**config.mk**
```make
export PLATFORM = sky130hd
export DESIGN_NAME = uart_regctl
export DESIGN_NICKNAME = d
export VERILOG_FILES = /design/src/rtl/uart_regctl.sv
export SDC_FILE = /design/constraint.sdc
export NUM_CORES = 1
export LEC_CHECK = 0
export ABC_CLOCK_PERIOD_IN_PS = 3790
export BUFFER_PORTS_ARGS = -buffer_cell sky130_fd_sc_hd__buf_2
export CORE_ASPECT_RATIO = 0.7
export CORE_MARGIN = 4
export CORE_UTILIZATION = 57
export CTS_CLUSTER_SIZE = 28
export DETAILED_ROUTE_END_ITERATION = 12
export HOLD_SLACK_MARGIN = 0.08
export PLACE_DENSITY = 0.79
export SLEW_MARGIN = 20
export SYNTH_ARGS = -nofsm -noshare
export SYNTH_HDL_FRONTEND = slang
export SYNTH_SLANG_ARGS = --single-unit
export TNS_END_PERCENT = 5
```
**constraint.sdc**
```tcl
create_clock -name clk -period 3.79 [get_ports clk]
set_input_delay 0.758 -clock clk [delete_from_list [all_inputs] [get_ports clk]]
set_output_delay 0.758 -clock clk [all_outputs]
set_load 0.02 [all_outputs]
```
**src/rtl/uart_regctl.sv**
```systemverilog
module uart_regctl #(
  parameter int DEPTH = 4,
  parameter int AW    = 5
) (
  input  logic          clk,
  input  logic          rst_n,
  input  logic          bus_sel,
  input  logic          bus_wr,
  input  logic [AW-1:0] bus_addr,
  input  logic [7:0]    bus_wdata,
  output logic [7:0]    bus_rdata,
  input  logic          rx_valid,
  input  logic [7:0]    rx_data,
  input  logic          rx_break,
  output logic          rx_ready,
  output logic          tx_valid,
  output logic [7:0]    tx_data,
  output logic          irq
);
  localparam int PW = $clog2(DEPTH);
  localparam int CW = PW + 1;
  localparam logic [AW-1:0] A_MODE = AW'(0);
  localparam logic [AW-1:0] A_STAT = AW'(4);
  localparam logic [AW-1:0] A_CMD  = AW'(8);
  localparam logic [AW-1:0] A_DATA = AW'(12);
  localparam logic [AW-1:0] A_INT  = AW'(20);

  logic [7:0]    mr1, mr2, imr, tb;
  logic          mr_sel, tx_en, rx_en, tx_emp, dbrk;
  logic [7:0]    mem [DEPTH];
  logic [PW-1:0] rd_ptr;
  logic [CW-1:0] cnt;

  wire wr_en  = bus_sel & bus_wr;
  wire rd_en  = bus_sel & ~bus_wr;
  wire wr_cmd = wr_en && bus_addr == A_CMD;
  wire wr_dat = wr_en && bus_addr == A_DATA;
  wire [2:0] mcmd = bus_wdata[6:4];
  wire [1:0] tcmd = bus_wdata[3:2];
  wire [1:0] rcmd = bus_wdata[1:0];

  wire full   = cnt == CW'(DEPTH);
  wire rxrdy  = cnt != '0;
  wire pop    = rd_en && bus_addr == A_DATA && rxrdy;
  wire rst_rx = wr_cmd && mcmd == 3'd2;
  wire [CW-1:0] cnt_p = cnt - CW'(pop);
  wire brk_full = cnt_p == CW'(DEPTH);
  wire push_dat = rx_valid && rx_ready && !rx_break;
  wire do_push  = (rx_break || push_dat) && !rst_rx;
  wire [PW-1:0] wr_idx = rd_ptr + PW'(pop) + (brk_full ? PW'(DEPTH - 1) : cnt_p[PW-1:0]);

  assign rx_ready = rx_en && !full;

  wire rxint = mr1[6] ? full : rxrdy;
  wire [7:0] isr  = {5'b0, dbrk, rxint, tx_en};
  wire [7:0] stat = {4'b0, tx_emp, tx_en, full, rxrdy};
  assign irq = |(isr & imr);

  always_comb begin
    case (bus_addr)
      A_MODE:  bus_rdata = mr_sel ? mr2 : mr1;
      A_STAT:  bus_rdata = stat;
      A_DATA:  bus_rdata = rxrdy ? mem[rd_ptr] : 8'h00;
      A_INT:   bus_rdata = isr;
      default: bus_rdata = 8'h00;
    endcase
  end

  logic tx_en_n, emp_n, rx_en_n, send;
  logic [7:0] sd;
  always_comb begin
    tx_en_n = tx_en;
    emp_n   = tx_emp;
    rx_en_n = rx_en;
    send    = 1'b0;
    sd      = tb;
    if (wr_cmd) begin
      if (mcmd == 3'd2) rx_en_n = 1'b0;
      if (mcmd == 3'd3) begin
        tx_en_n = 1'b0;
        emp_n   = 1'b1;
      end
      if (tcmd == 2'd1) tx_en_n = 1'b1;
      if (tcmd == 2'd2) tx_en_n = 1'b0;
      if (tcmd == 2'd1 && !emp_n) begin
        send  = 1'b1;
        emp_n = 1'b1;
      end
      if (rcmd == 2'd1) rx_en_n = 1'b1;
      if (rcmd == 2'd2) rx_en_n = 1'b0;
    end
    if (wr_dat) begin
      if (tx_en) begin
        send = 1'b1;
        sd   = bus_wdata;
      end else begin
        emp_n = 1'b0;
      end
    end
  end

  always_ff @(posedge clk or negedge rst_n) begin
    if (!rst_n) begin
      mr1 <= '0; mr2 <= '0; imr <= '0; tb <= '0;
      mr_sel <= 1'b0; tx_en <= 1'b0; rx_en <= 1'b0; tx_emp <= 1'b1; dbrk <= 1'b0;
      rd_ptr <= '0; cnt <= '0; tx_valid <= 1'b0; tx_data <= '0;
    end else begin
      tx_en    <= tx_en_n;
      rx_en    <= rx_en_n;
      tx_emp   <= emp_n;
      tx_valid <= send;
      if (send) tx_data <= sd;
      if (wr_dat) tb <= bus_wdata;
      if (wr_en && bus_addr == A_INT) imr <= bus_wdata;
      if (wr_en && bus_addr == A_MODE) begin
        if (mr_sel) mr2 <= bus_wdata;
        else        mr1 <= bus_wdata;
        mr_sel <= 1'b1;
      end
      if (wr_cmd && mcmd == 3'd1) mr_sel <= 1'b0;
      dbrk <= (dbrk && !(wr_cmd && mcmd == 3'd5)) || rx_break;
      if (rst_rx) begin
        cnt    <= '0;
        rd_ptr <= '0;
      end else begin
        rd_ptr <= rd_ptr + PW'(pop);
        cnt    <= cnt_p + CW'(do_push && !(rx_break && brk_full));
      end
    end
  end

  always_ff @(posedge clk) begin
    if (do_push) mem[wr_idx] <= rx_break ? 8'h00 : rx_data;
  end
endmodule

```
==> results of run 1 <==
cell usage in the layout (no fill, tap or decap), types with 2 or more instances in the layout:
cell                        n
sky130_fd_sc_hd__dfrtp_1   45
sky130_fd_sc_hd__buf_2     44
sky130_fd_sc_hd__edfxtp_1  32
sky130_fd_sc_hd__mux2_2    27
sky130_fd_sc_hd__nor2b_1   18
sky130_fd_sc_hd__inv_1     11
sky130_fd_sc_hd__mux2i_1   11
sky130_fd_sc_hd__nor2_1    10
sky130_fd_sc_hd__clkbuf_8   9
sky130_fd_sc_hd__mux4_2     8
sky130_fd_sc_hd__o22ai_1    8
sky130_fd_sc_hd__a21oi_1    8
sky130_fd_sc_hd__nand2_1    7
sky130_fd_sc_hd__and3_1     7
sky130_fd_sc_hd__buf_4      7
sky130_fd_sc_hd__ha_1       6
sky130_fd_sc_hd__a221o_1    5
sky130_fd_sc_hd__nand4_1    4
sky130_fd_sc_hd__and2_1     4
sky130_fd_sc_hd__o22a_1     4
sky130_fd_sc_hd__xor2_1     3
sky130_fd_sc_hd__nand3_1    3
sky130_fd_sc_hd__nor3_1     3
sky130_fd_sc_hd__xnor2_1    3
sky130_fd_sc_hd__a22oi_1    3
sky130_fd_sc_hd__and4b_1    2
sky130_fd_sc_hd__o21ai_0    2
sky130_fd_sc_hd__or3b_2     2
sky130_fd_sc_hd__a211oi_1   2
sky130_fd_sc_hd__nor3b_1    2
sky130_fd_sc_hd__a21o_1     2
sky130_fd_sc_hd__nor3_4     2
sky130_fd_sc_hd__o21a_1     2
sky130_fd_sc_hd__clkbuf_1   2
sky130_fd_sc_hd__clkinv_1   2
routing by layer:
layer / part of all wire (%) / up-vias / wire length (um)
met5: 0 / - / 0
met4: 1.8 / 0 / 132
met3: 6.8 / 15 / 509
met2: 43 / 88 / 3216
met1: 49 / 1176 / 3640
li1: - / 1111 / -
report_power, final:
part | internal, mW | leakage, nW | switching [mW]
Combinational | 0.292 | 0.889 | 0.340
Sequential | 1.12 | 0.895 | 0.105
Clock | 0.301 | 0.0924 | 0.282
logic make-up after synthesis:
kind of cell / share of synthesized area, %
DFF: 58.20
and+or+nand+nor: 12.58
AOI/OAI and AO/OA: 7.443
muxes: 16.37
buffers and inverters: 1.895
adders and majority gates: 2.067
xor gates and xnor gates: 1.448
flip-flops by register name, summed over array words and instances, names as in the netlist, 2 cells and up:
register	count
mr2	8
imr	3
cnt	3
mr1	8
mem	32
tx_data	8
rd_ptr	2
tb	8
metrics by stage:
stage                     total power [mW]  utilization, %
after floorplan                      1.662               -
after global placement               1.845           63.89
after detailed placement             1.874           63.89
after CTS                            2.459           66.83
after global routing                 2.598           66.87
final                                2.439           66.87
area by class of cell:
type                    instances  area, um^2  area share [%]
clock inverters                 5       51.30           1.234
flip-flops and latches         78        2113           50.84
multi-input cells             168        1449           34.86
repair buffers                 51       272.8           6.562
clock buffers                  11       131.4           3.161
inverters                      11       41.29          0.9934
well taps                      78       97.59           2.348
how the worst max path moves through the flow:
stage / from / to / slack [ns] / cells past startpoint
after CTS: bus_addr[3] / mem[3][4] / 0.38 / 12
after detailed placement: bus_addr[3] / mem[3][0] / 0.03 / 12
after global routing: bus_addr[3] / mem[3][6] / 0.06 / 13
after global placement: bus_addr[3] / mem[3][4] / 0.19 / 13
final: bus_addr[3] / mem[3][6] / 0.34 / 13
after floorplan: bus_addr[3] / mem[0][0] / 0.1 / 12
critical path: stages:
cell	delay, ns
sky130_fd_sc_hd__buf_2	0.13
sky130_fd_sc_hd__nor2b_1	0.22
sky130_fd_sc_hd__nand4_1	0.16
sky130_fd_sc_hd__nor3b_1	0.37
sky130_fd_sc_hd__ha_1	0.23
sky130_fd_sc_hd__ha_1	0.15
sky130_fd_sc_hd__xor2_1	0.19
sky130_fd_sc_hd__nand3_1	0.14
sky130_fd_sc_hd__nand2_1	0.09
sky130_fd_sc_hd__ha_1	0.15
sky130_fd_sc_hd__xnor2_1	0.19
sky130_fd_sc_hd__xor2_1	0.20
sky130_fd_sc_hd__and3_1	0.44
==> load_flow_metrics.sql, run 1 <==
INSERT INTO impl_metrics (metric_group, metric, value, unit) VALUES
('yosys', 'synth_top_area_share', '31.01', '%'),
('clock_network', 'cts.hold.buffers_added', '0', ''),
('timing', 'rsz0062_at_grt', 'false', ''),
('placed_design', 'detailedPlacementHpwl', '5524', 'um'),
('drt', 'routed_via_density', '5.945', ''),
('yosys', 'synth_async_sr_flop_share', '58.97', '%'),
('die', 'die_height', '74.78', 'um'),
('yosys', 'syn_nets', '296', ''),
('die', 'fp.dieArea', '0.007731', 'mm^2'),
('timing', 'final.hold.worst_slack', '0.4066', 'ns'),
('drt', 'drt-initial-drc-count', '133', ''),
('timing', 'final_period_minus_worst_setup_slack', '3.448', 'ns'),
('setup_path', 'critical_path_launch_point_type', 'primary input', ''),
('timing', 'finalHoldViolCount', '0', ''),
('power', 'ir_drop_worst_vdd', '0.2915', 'mV'),
('yosys', 'synthesis.area_per_instance', '13.81', 'um^2'),
('timing', 'maxSlewHeadroom', '56.37', '%'),
('global_routing', 'first_pass_grt_wire_length', '12160', 'um'),
('finish', 'stdcell_area', '0.004156', 'mm^2'),
('timing', 'finalMaxSlewViolations', '0', ''),
('timing', 'transition_time_at_the_pin_with_the_least_slew_margin', '0.6544', 'ns'),
('global_routing', 'grtUsageMet1', '32.25', '%'),
('yosys', 'number_of_flops_mapped_to_enable_cells_by_yosys', '32', ''),
('clock_network', 'cts_made_buffers', '9', ''),
('placed_design', 'gp_congestion', '0.8723', ''),
('setup_path', 'worst-endpoint-arrival', '3.44', 'ns'),
('finish', 'layout-drive-gt1-share', '33.33', '%'),
('clock_network', 'h_tree_levels', '3', ''),
('die', 'core_area', '0.006216', 'mm^2'),
('finish', 'n_antenna_cell', '0', ''),
('timing', 'setup_viols_final', '0', ''),
('clock_network', 'maximum_clock_insertion_buffer_count', '2', ''),
('finish', 'finalNonFillerCells', '402', ''),
('global_routing', 'global_route.usage.met2', '29.87', '%'),
('setup_path', 'worstReg2RegStart', 'cnt[2]', ''),
('finish', 'nFillCells', '455', ''),
('yosys', 'synth.top_cells.by_count', 'sky130_fd_sc_hd__dfrtp_1 (45), sky130_fd_sc_hd__edfxtp_1 (32), sky130_fd_sc_hd__mux2_2 (27)', ''),
('yosys', 'ys_ff_latch', '78', ''),
('worst_hold_path', 'timing.hold.worst.class', 'primary input to async pin', ''),
('timing', 'final.setup.tns', '0', 'ns'),
('die', 'design.portCount', '46', ''),
('clock_network', 'ctsRootBufferMaster', 'sky130_fd_sc_hd__clkbuf_8', ''),
('setup_path', 'cp_data_required_time', '3.78', 'ns'),
('finish', 'area_overhead_of_the_layout_relative_to_synthesis', '14.47', '%'),
('placed_design', 'placement.setup.worst_slack', '0.02691', 'ns'),
('power', 'powerDensity', '586.9', 'mW/mm^2'),
('die', 'initial_core_utilization', '58.41', '%'),
('yosys', 'seq_area_frac_synth', '58.20', '%'),
('timing', 'worst_case_clock_skew', '0.007053', 'ns'),
('global_routing', 'global_route.usage.total', '21.46', '%'),
('timing', 'final.period_utilization', '90.98', '%'),
('global_routing', 'maximum_number_of_pins_on_one_net_before_global_route_repair', '47', ''),
('global_routing', 'grt.met3_usage', '5.741', '%'),
('job', 'max_cap_viol_count', '0', ''),
('setup_path', 'r2r_setup_slack', '0.47', 'ns'),
('setup_path', 'timing.setup.critical_path_class', 'primary input to register', ''),
('drt', 'detail_route.wirelength', '7500', 'um'),
('power', 'total_leakage_power', '1.876', 'nW'),
('yosys', 'post_synthesis_cell_type_count', '43', ''),
('yosys', 'synthesis.yosys.warnings', '0', ''),
('clock_network', 'cts_repair_resize_count', '0', ''),
('drt', 'drt_pass1_iterations', '4', ''),
('timing', 'final.setup.worst_slack', '0.3419', 'ns'),
('clock_network', 'clk-insertion-delay-late', '0.34', 'ns'),
('global_routing', 'first_global_vias', '2406', ''),
('finish', 'layout.nets', '352', ''),
('clock_network', 'postCtsSetupRepairBufs', '0', ''),
('global_routing', 'antenna_found_initial', '0', ''),
('setup_path', 'r2r_end', 'mem[3][6]', ''),
('placed_design', 'place.port_buffers', '45', ''),
('run_status', 'outcome', 'completed', '');
(Power assumes the default switching activity.)
==> run 2: changes to the inputs <==
Settings changed: CORE_UTILIZATION 57 to 40, PLACE_DENSITY 0.79 to 0.59.
==> run 2 against run 1 <==
First-iteration DRC count grew 59%. Worst hold slack gained 0.0089 ns. Global-route usage shrank 5.3 points. Sequential cell count is the same. Critical path type unchanged. Utilization shrank 17 points. Sequential share of layout area shrank 2.3 points.
==> load_flow_metrics.sql, run 2 (same netlist as run 1, synthesis figures left out) <==
INSERT INTO impl_metrics (metric_group, metric, value, unit) VALUES
('run_status', 'outcome', 'completed', ''),
('die', 'design.portCount', '46', ''),
('worst_hold_path', 'timing.hold.worst.class', 'primary input to async pin', ''),
('setup_path', 'timing.setup.critical_path_class', 'primary input to register', ''),
('drt', 'drtAntennaViolNets', '0', ''),
('timing', 'setup_viols_final', '0', ''),
('clock_network', 'clk-insertion-delay-late', '0.33', 'ns'),
('drt', 'drcViolationCount', '0', ''),
('drt', 'vias', '2365', ''),
('clock_network', 'cts.hold.buffers_added', '0', ''),
('die', 'fp.dieW', '121.9', 'um'),
('power', 'combinational_share_of_power', '22.2', '%'),
('finish', 'layout-drive-gt1-share', '34.06', '%'),
('finish', 'number_of_flip_flops_under_the_largest_register_name', '32', ''),
('timing', 'final_period_minus_worst_setup_slack', '3.508', 'ns'),
('timing', 'worst_case_clock_skew', '0.002939', 'ns'),
('setup_path', 'cp_data_required_time', '3.78', 'ns'),
('die', 'fp.dieArea', '0.01069', 'mm^2'),
('clock_network', 'ctsRootBufferMaster', 'sky130_fd_sc_hd__clkbuf_16', ''),
('power', 'ir_drop_worst_vdd', '0.2737', 'mV'),
('timing', 'final.hold.worst_slack', '0.4155', 'ns'),
('global_routing', 'first_global_vias', '2381', ''),
('finish', 'stdcell_area', '0.004357', 'mm^2'),
('timing', 'final.setup.worst_slack', '0.2822', 'ns'),
('finish', 'finalNonFillerCells', '443', ''),
('die', 'initial_core_utilization', '41.96', '%'),
('drt', 'detail_route.wirelength', '8025', 'um'),
('placed_design', 'placement.setup.worst_slack', '0.007440', 'ns'),
('job', 'max_cap_viol_count', '0', ''),
('drt', 'drt_pass1_iterations', '4', ''),
('power', 'total_leakage_power', '1.945', 'nW'),
('setup_path', 'worst-endpoint-arrival', '3.49', 'ns'),
('power', 'powerDensity', '647.5', 'mW/mm^2'),
('drt', 'routed_via_density', '5.339', ''),
('clock_network', 'clock_sink_count', '78', ''),
('die', 'floorplan.rows', '28', ''),
('clock_network', 'postCtsSetupRepairBufs', '0', ''),
('drt', 'routed_wire_length_per_instance', '18.12', 'um'),
('timing', 'finalHoldViolCount', '0', ''),
('timing', 'final.setup.tns', '0', 'ns'),
('clock_network', 'cts_repair_resize_count', '0', ''),
('finish', 'most-common-layout-cells', 'sky130_fd_sc_hd__dfrtp_1 (45), sky130_fd_sc_hd__buf_2 (44), sky130_fd_sc_hd__edfxtp_1 (32)', ''),
('global_routing', 'antenna_found_initial', '0', ''),
('die', 'core_area', '0.008653', 'mm^2'),
('finish', 'area_overhead_of_the_layout_relative_to_synthesis', '19.99', '%'),
('placed_design', 'post_dp_cell_area', '0.004016', 'mm^2'),
('global_routing', 'globalRouteOverflowTotal', '0', ''),
('placed_design', 'place.port_buffers', '45', ''),
('clock_network', 'path_clk_slew', '0.06', 'ns'),
('power', 'portion_of_total_power_attributed_to_the_clock_network', '34.3', '%'),
('finish', 'mostFrequentLayoutCell', 'sky130_fd_sc_hd__dfrtp_1', ''),
('timing', 'rsz0062_at_grt', 'false', ''),
('clock_network', 'h_tree_levels', '3', ''),
('global_routing', 'maximum_number_of_pins_on_one_net_before_global_route_repair', '47', ''),
('global_routing', 'first_pass_grt_wire_length', '12790', 'um'),
('power', 'power.switching', '767.3', 'uW'),
('placed_design', 'gp_congestion', '0.8364', ''),
('power', 'power.sequential.fraction', '43.6', '%'),
('timing', 'maxSlewHeadroom', '55.65', '%'),
('timing', 'final.period_utilization', '92.55', '%'),
('setup_path', 'timing.critical_path.to_type', 'register', ''),
('die', 'die_height', '87.72', 'um'),
('setup_path', 'critical_path_launch_point_type', 'primary input', ''),
('setup_path', 'r2r_setup_slack', '0.47', 'ns'),
('clock_network', 'maximum_clock_insertion_buffer_count', '2', ''),
('clock_network', 'cts_made_buffers', '9', ''),
('power', 'switching_share', '27.20', '%'),
('finish', 'top_register', 'mem', ''),
('placed_design', 'place.detailed.instances', '427', ''),
('clock_network', 'clock_tree_from_tritoncts', 'done', ''),
('finish', 'layout.nets', '351', ''),
('finish', 'n_antenna_cell', '0', ''),
('setup_path', 'critPathMaxFanout', '8', ''),
('timing', 'maxClockFrequency', '285.1', 'MHz'),
('power', 'power_report.internal_total', '2.054', 'mW'),
('global_routing', 'global_route.usage.total', '16.13', '%'),
('timing', 'finalMaxSlewViolations', '0', ''),
('placed_design', 'detailedPlacementHpwl', '6020', 'um'),
('drt', 'drt-initial-drc-count', '211', ''),
('timing', 'transition_time_at_the_pin_with_the_least_slew_margin', '0.6652', 'ns');
run 2: worst paths after layout:
check / startpoint / to / cells past startpoint
hold reg to reg: tx_data[2] / tx_data[2] / 1
min in group clk: tx_data[2] / tx_data[2] / 1
max in group asynchronous: rst_n / cnt[1] / 1
setup reg to reg: cnt[2] / mem[3][2] / 12
setup / recovery: bus_addr[3] / mem[3][2] / 13
hold / removal: rst_n / tx_data[6] / 1
run 2: stage by stage:
step                total power [mW]  utilization (%)
detailed placement             1.882            46.41
global placement               1.863            46.41
finish                         2.821            50.35
global route                   2.975            50.35
CTS                            2.856            50.32
floorplan                      1.662                -
run 2: power by group through the flow:
stage | clock [mW] | combinational (mW) | sequential (mW)
after global placement | 0 | 0.619 | 1.24
final | 0.966 | 0.625 | 1.23
after detailed placement | 0 | 0.632 | 1.25
after CTS | 0.986 | 0.635 | 1.23
after floorplan | 0 | 0.456 | 1.21
after global routing | 1.02 | 0.701 | 1.25
run 2: layout make-up:
class	instances	area (um^2)
Multi-Input combinational cell	168	1449
Clock buffer	10	229.0
Tap cell	120	150.1
Timing Repair Buffer	50	265.3
Fill cell	801	4297
Clock inverter	6	108.9
Inverter	11	41.29
Sequential cell	78	2113
run 2: metal layers:
metal | track usage [%] | vias up | routed length [um] | share of wire (%)
met5 | 0 | - | 0 | 0
met4 | 3.662 | 0 | 74 | 0.92
met3 | 5.939 | 8 | 474 | 5.9
met2 | 23.55 | 51 | 3577 | 45
met1 | 23.17 | 1195 | 3898 | 49
li1 | - | 1111 | - | -
run 2: critical path, stage by stage:
cell,delay [ns]
sky130_fd_sc_hd__buf_2,0.13
sky130_fd_sc_hd__nor2b_1,0.23
sky130_fd_sc_hd__nand4_1,0.19
sky130_fd_sc_hd__nor3b_1,0.40
sky130_fd_sc_hd__ha_1,0.23
sky130_fd_sc_hd__ha_1,0.16
sky130_fd_sc_hd__xor2_1,0.22
sky130_fd_sc_hd__nand3_1,0.13
sky130_fd_sc_hd__nand2_1,0.08
sky130_fd_sc_hd__ha_1,0.15
sky130_fd_sc_hd__xnor2_1,0.17
sky130_fd_sc_hd__xor2_1,0.20
sky130_fd_sc_hd__and3_1,0.44
==> run 3: changes to the inputs <==
Settings changed: CORE_UTILIZATION 40 to 50, CTS_BUF_LIST set to sky130_fd_sc_hd__clkbuf_4, PLACE_DENSITY 0.59 to 0.7.
==> run 3 against run 2 <==
Via count up 1.6%. Critical path type unchanged. First-iteration DRC count is 18% lower. Die area decreased by 19%. Sequential power barely moved. Highest routed layer unchanged. Non-clock buffer count is 1 higher. Largest cell class unchanged.
==> load_flow_metrics.sql, run 3 (same netlist as run 1, synthesis figures left out) <==
INSERT INTO impl_metrics (metric_group, metric, value, unit) VALUES
('timing', 'finalMaxSlewViolations', '0', ''),
('power', 'ir_drop_worst_vdd', '0.3512', 'mV'),
('timing', 'rsz0062_at_grt', 'false', ''),
('global_routing', 'maximum_number_of_pins_on_one_net_before_global_route_repair', '47', ''),
('setup_path', 'critPathMostFrequentCell', 'sky130_fd_sc_hd__ha_1', ''),
('power', 'power.switching', '755.1', 'uW'),
('placed_design', 'gp_congestion', '0.8169', ''),
('global_routing', 'first_pass_grt_wire_length', '12810', 'um'),
('drt', 'routed_wire_length_per_instance', '18.91', 'um'),
('setup_path', 'crit_buf_inv', '1', ''),
('power', 'power.sequential.fraction', '49.1', '%'),
('timing', 'transition_time_at_the_pin_with_the_least_slew_margin', '0.7151', 'ns'),
('setup_path', 'r2r_end', 'mem[1][4]', ''),
('finish', 'area_overhead_of_the_layout_relative_to_synthesis', '15.23', '%'),
('global_routing', 'first_global_vias', '2377', ''),
('clock_network', 'path_clk_slew', '0.14', 'ns'),
('finish', 'layout.nets', '352', ''),
('setup_path', 'worst_path_max_delay_cell', 'sky130_fd_sc_hd__and3_1', ''),
('die', 'fp.dieArea', '0.008711', 'mm^2'),
('setup_path', 'timing.critical_path.to_type', 'register', ''),
('clock_network', 'cts_made_buffers', '9', ''),
('clock_network', 'cts_repair_resize_count', '0', ''),
('finish', 'layout-drive-gt1-share', '34.57', '%'),
('timing', 'final.period_utilization', '86.84', '%'),
('timing', 'maxClockFrequency', '303.8', 'MHz'),
('die', 'core_area', '0.006913', 'mm^2'),
('global_routing', 'antenna_found_initial', '0', ''),
('power', 'combinational_share_of_power', '25.4', '%'),
('clock_network', 'clk-insertion-delay-late', '0.44', 'ns'),
('clock_network', 'maximum_clock_insertion_buffer_count', '2', ''),
('power', 'switching_share', '30.22', '%'),
('drt', 'drt-initial-drc-count', '172', ''),
('timing', 'worst_case_clock_skew', '0.01646', 'ns'),
('timing', 'finalHoldViolCount', '0', ''),
('finish', 'n_antenna_cell', '0', ''),
('worst_hold_path', 'timing.hold.worst.class', 'primary input to async pin', ''),
('clock_network', 'ctsRootBufferMaster', 'sky130_fd_sc_hd__clkbuf_4', ''),
('power', 'totalPowerFinal', '2.498', 'mW'),
('run_status', 'outcome', 'completed', ''),
('setup_path', 'critPathTopFamily', 'simple AND/OR/NAND/NOR gates', ''),
('power', 'powerDensity', '597.1', 'mW/mm^2'),
('clock_network', 'postCtsSetupRepairBufs', '0', ''),
('setup_path', 'cp_data_required_time', '3.89', 'ns'),
('clock_network', 'clock_sink_count', '78', ''),
('finish', 'mostFrequentLayoutCell', 'sky130_fd_sc_hd__dfrtp_1', ''),
('drt', 'drt_pass1_iterations', '4', ''),
('finish', 'most-common-layout-cells', 'sky130_fd_sc_hd__dfrtp_1 (45), sky130_fd_sc_hd__buf_2 (44), sky130_fd_sc_hd__edfxtp_1 (32)', ''),
('drt', 'drcViolationCount', '0', ''),
('setup_path', 'r2r_setup_slack', '0.55', 'ns'),
('job', 'max_cap_viol_count', '0', ''),
('timing', 'final.setup.tns', '0', 'ns'),
('drt', 'detail_route.wirelength', '7905', 'um'),
('setup_path', 'rr_worst_depth', '12', ''),
('die', 'fp.dieW', '109.9', 'um'),
('die', 'floorplan.rows', '25', ''),
('placed_design', 'detailedPlacementHpwl', '5740', 'um'),
('global_routing', 'globalRouteOverflowTotal', '0', ''),
('die', 'design.portCount', '46', ''),
('setup_path', 'crit_chain', 'buf_2, nor2b_1, nand4_1, nor3b_1, ha_1, ha_1, xor2_1, nand3_1, nand2_1, ha_1, xnor2_1, xnor2_1, and3_1', ''),
('power', 'total_leakage_power', '1.876', 'nW'),
('timing', 'setup_viols_final', '0', ''),
('setup_path', 'worst-endpoint-arrival', '3.39', 'ns'),
('die', 'die_height', '79.30', 'um'),
('finish', 'number_of_flip_flops_under_the_largest_register_name', '32', ''),
('power', 'portion_of_total_power_attributed_to_the_clock_network', '25.6', '%'),
('setup_path', 'critPathMaxFanout', '8', ''),
('placed_design', 'place.port_buffers', '45', ''),
('drt', 'routed_via_density', '5.751', ''),
('drt', 'drtAntennaViolNets', '0', ''),
('drt', 'vias', '2404', ''),
('setup_path', 'critical_path_launch_point_type', 'primary input', ''),
('clock_network', 'clock_tree_from_tritoncts', 'done', ''),
('global_routing', 'global_route.usage.total', '20.05', '%'),
('die', 'initial_core_utilization', '52.52', '%'),
('setup_path', 'timing.setup.critical_path_class', 'primary input to register', ''),
('clock_network', 'cts.hold.buffers_added', '0', ''),
('timing', 'maxSlewHeadroom', '52.32', '%'),
('setup_path', 'max_stage_delay', '0.47', 'ns'),
('finish', 'layout.core_utilization', '60.52', '%'),
('power', 'power_report.internal_total', '1.743', 'mW'),
('setup_path', 'worstReg2RegStart', 'cnt[2]', ''),
('timing', 'final_period_minus_worst_setup_slack', '3.291', 'ns'),
('clock_network', 'h_tree_levels', '3', ''),
('finish', 'top_register', 'mem', '');
run 3: layout make-up:
type	count	area, um^2
clock buffers	9	67.56
clock inverters	7	122.6
fillers	554	2729
inverters	11	41.29
multi-input cells	168	1449
flip-flops and latches	78	2113
well taps	94	117.6
repair buffers	51	272.8
run 3: worst max-delay path by stage:
stage                           start   endpoint  cells after the start
final                     bus_addr[3]  mem[1][4]                     13
after global routing      bus_addr[3]  mem[3][0]                     13
after CTS                 bus_addr[3]  mem[1][6]                     13
after detailed placement  bus_addr[3]  mem[3][5]                     13
after global placement    bus_addr[3]  mem[3][6]                     13
after floorplan           bus_addr[3]  mem[0][0]                     12
run 3: layer usage:
layer  wire length (um)  GRT usage, %
met1               3851         29.43
met2               3485         28.27
met3                468         5.768
met4                 99         7.098
met5                  0             0
run 3: power by group through the flow:
stage	clock network (mW)	registers, mW	logic (mW)
CTS	0.653	1.23	0.639
floorplan	0	1.21	0.456
detailed placement	0	1.24	0.634
global placement	0	1.24	0.615
finish	0.639	1.23	0.634
global route	0.685	1.25	0.706
run 3: through the flow:
step | instance area (um^2) | hold WS (ns) | instances | setup WS (ns)
2_1_floorplan | 3631 | 0.4624 | 263 | 0.09870
3_3_place_gp | 3991 | 0.4713 | 402 | 0.2135
3_5_place_dp | 3991 | 0.4743 | 402 | 0.07894
4_1_cts | 4182 | 0.5032 | 418 | 0.5427
5_1_grt | 4184 | 0.3195 | 418 | 0.2308
6_report | 4184 | 0.2998 | 418 | 0.4987
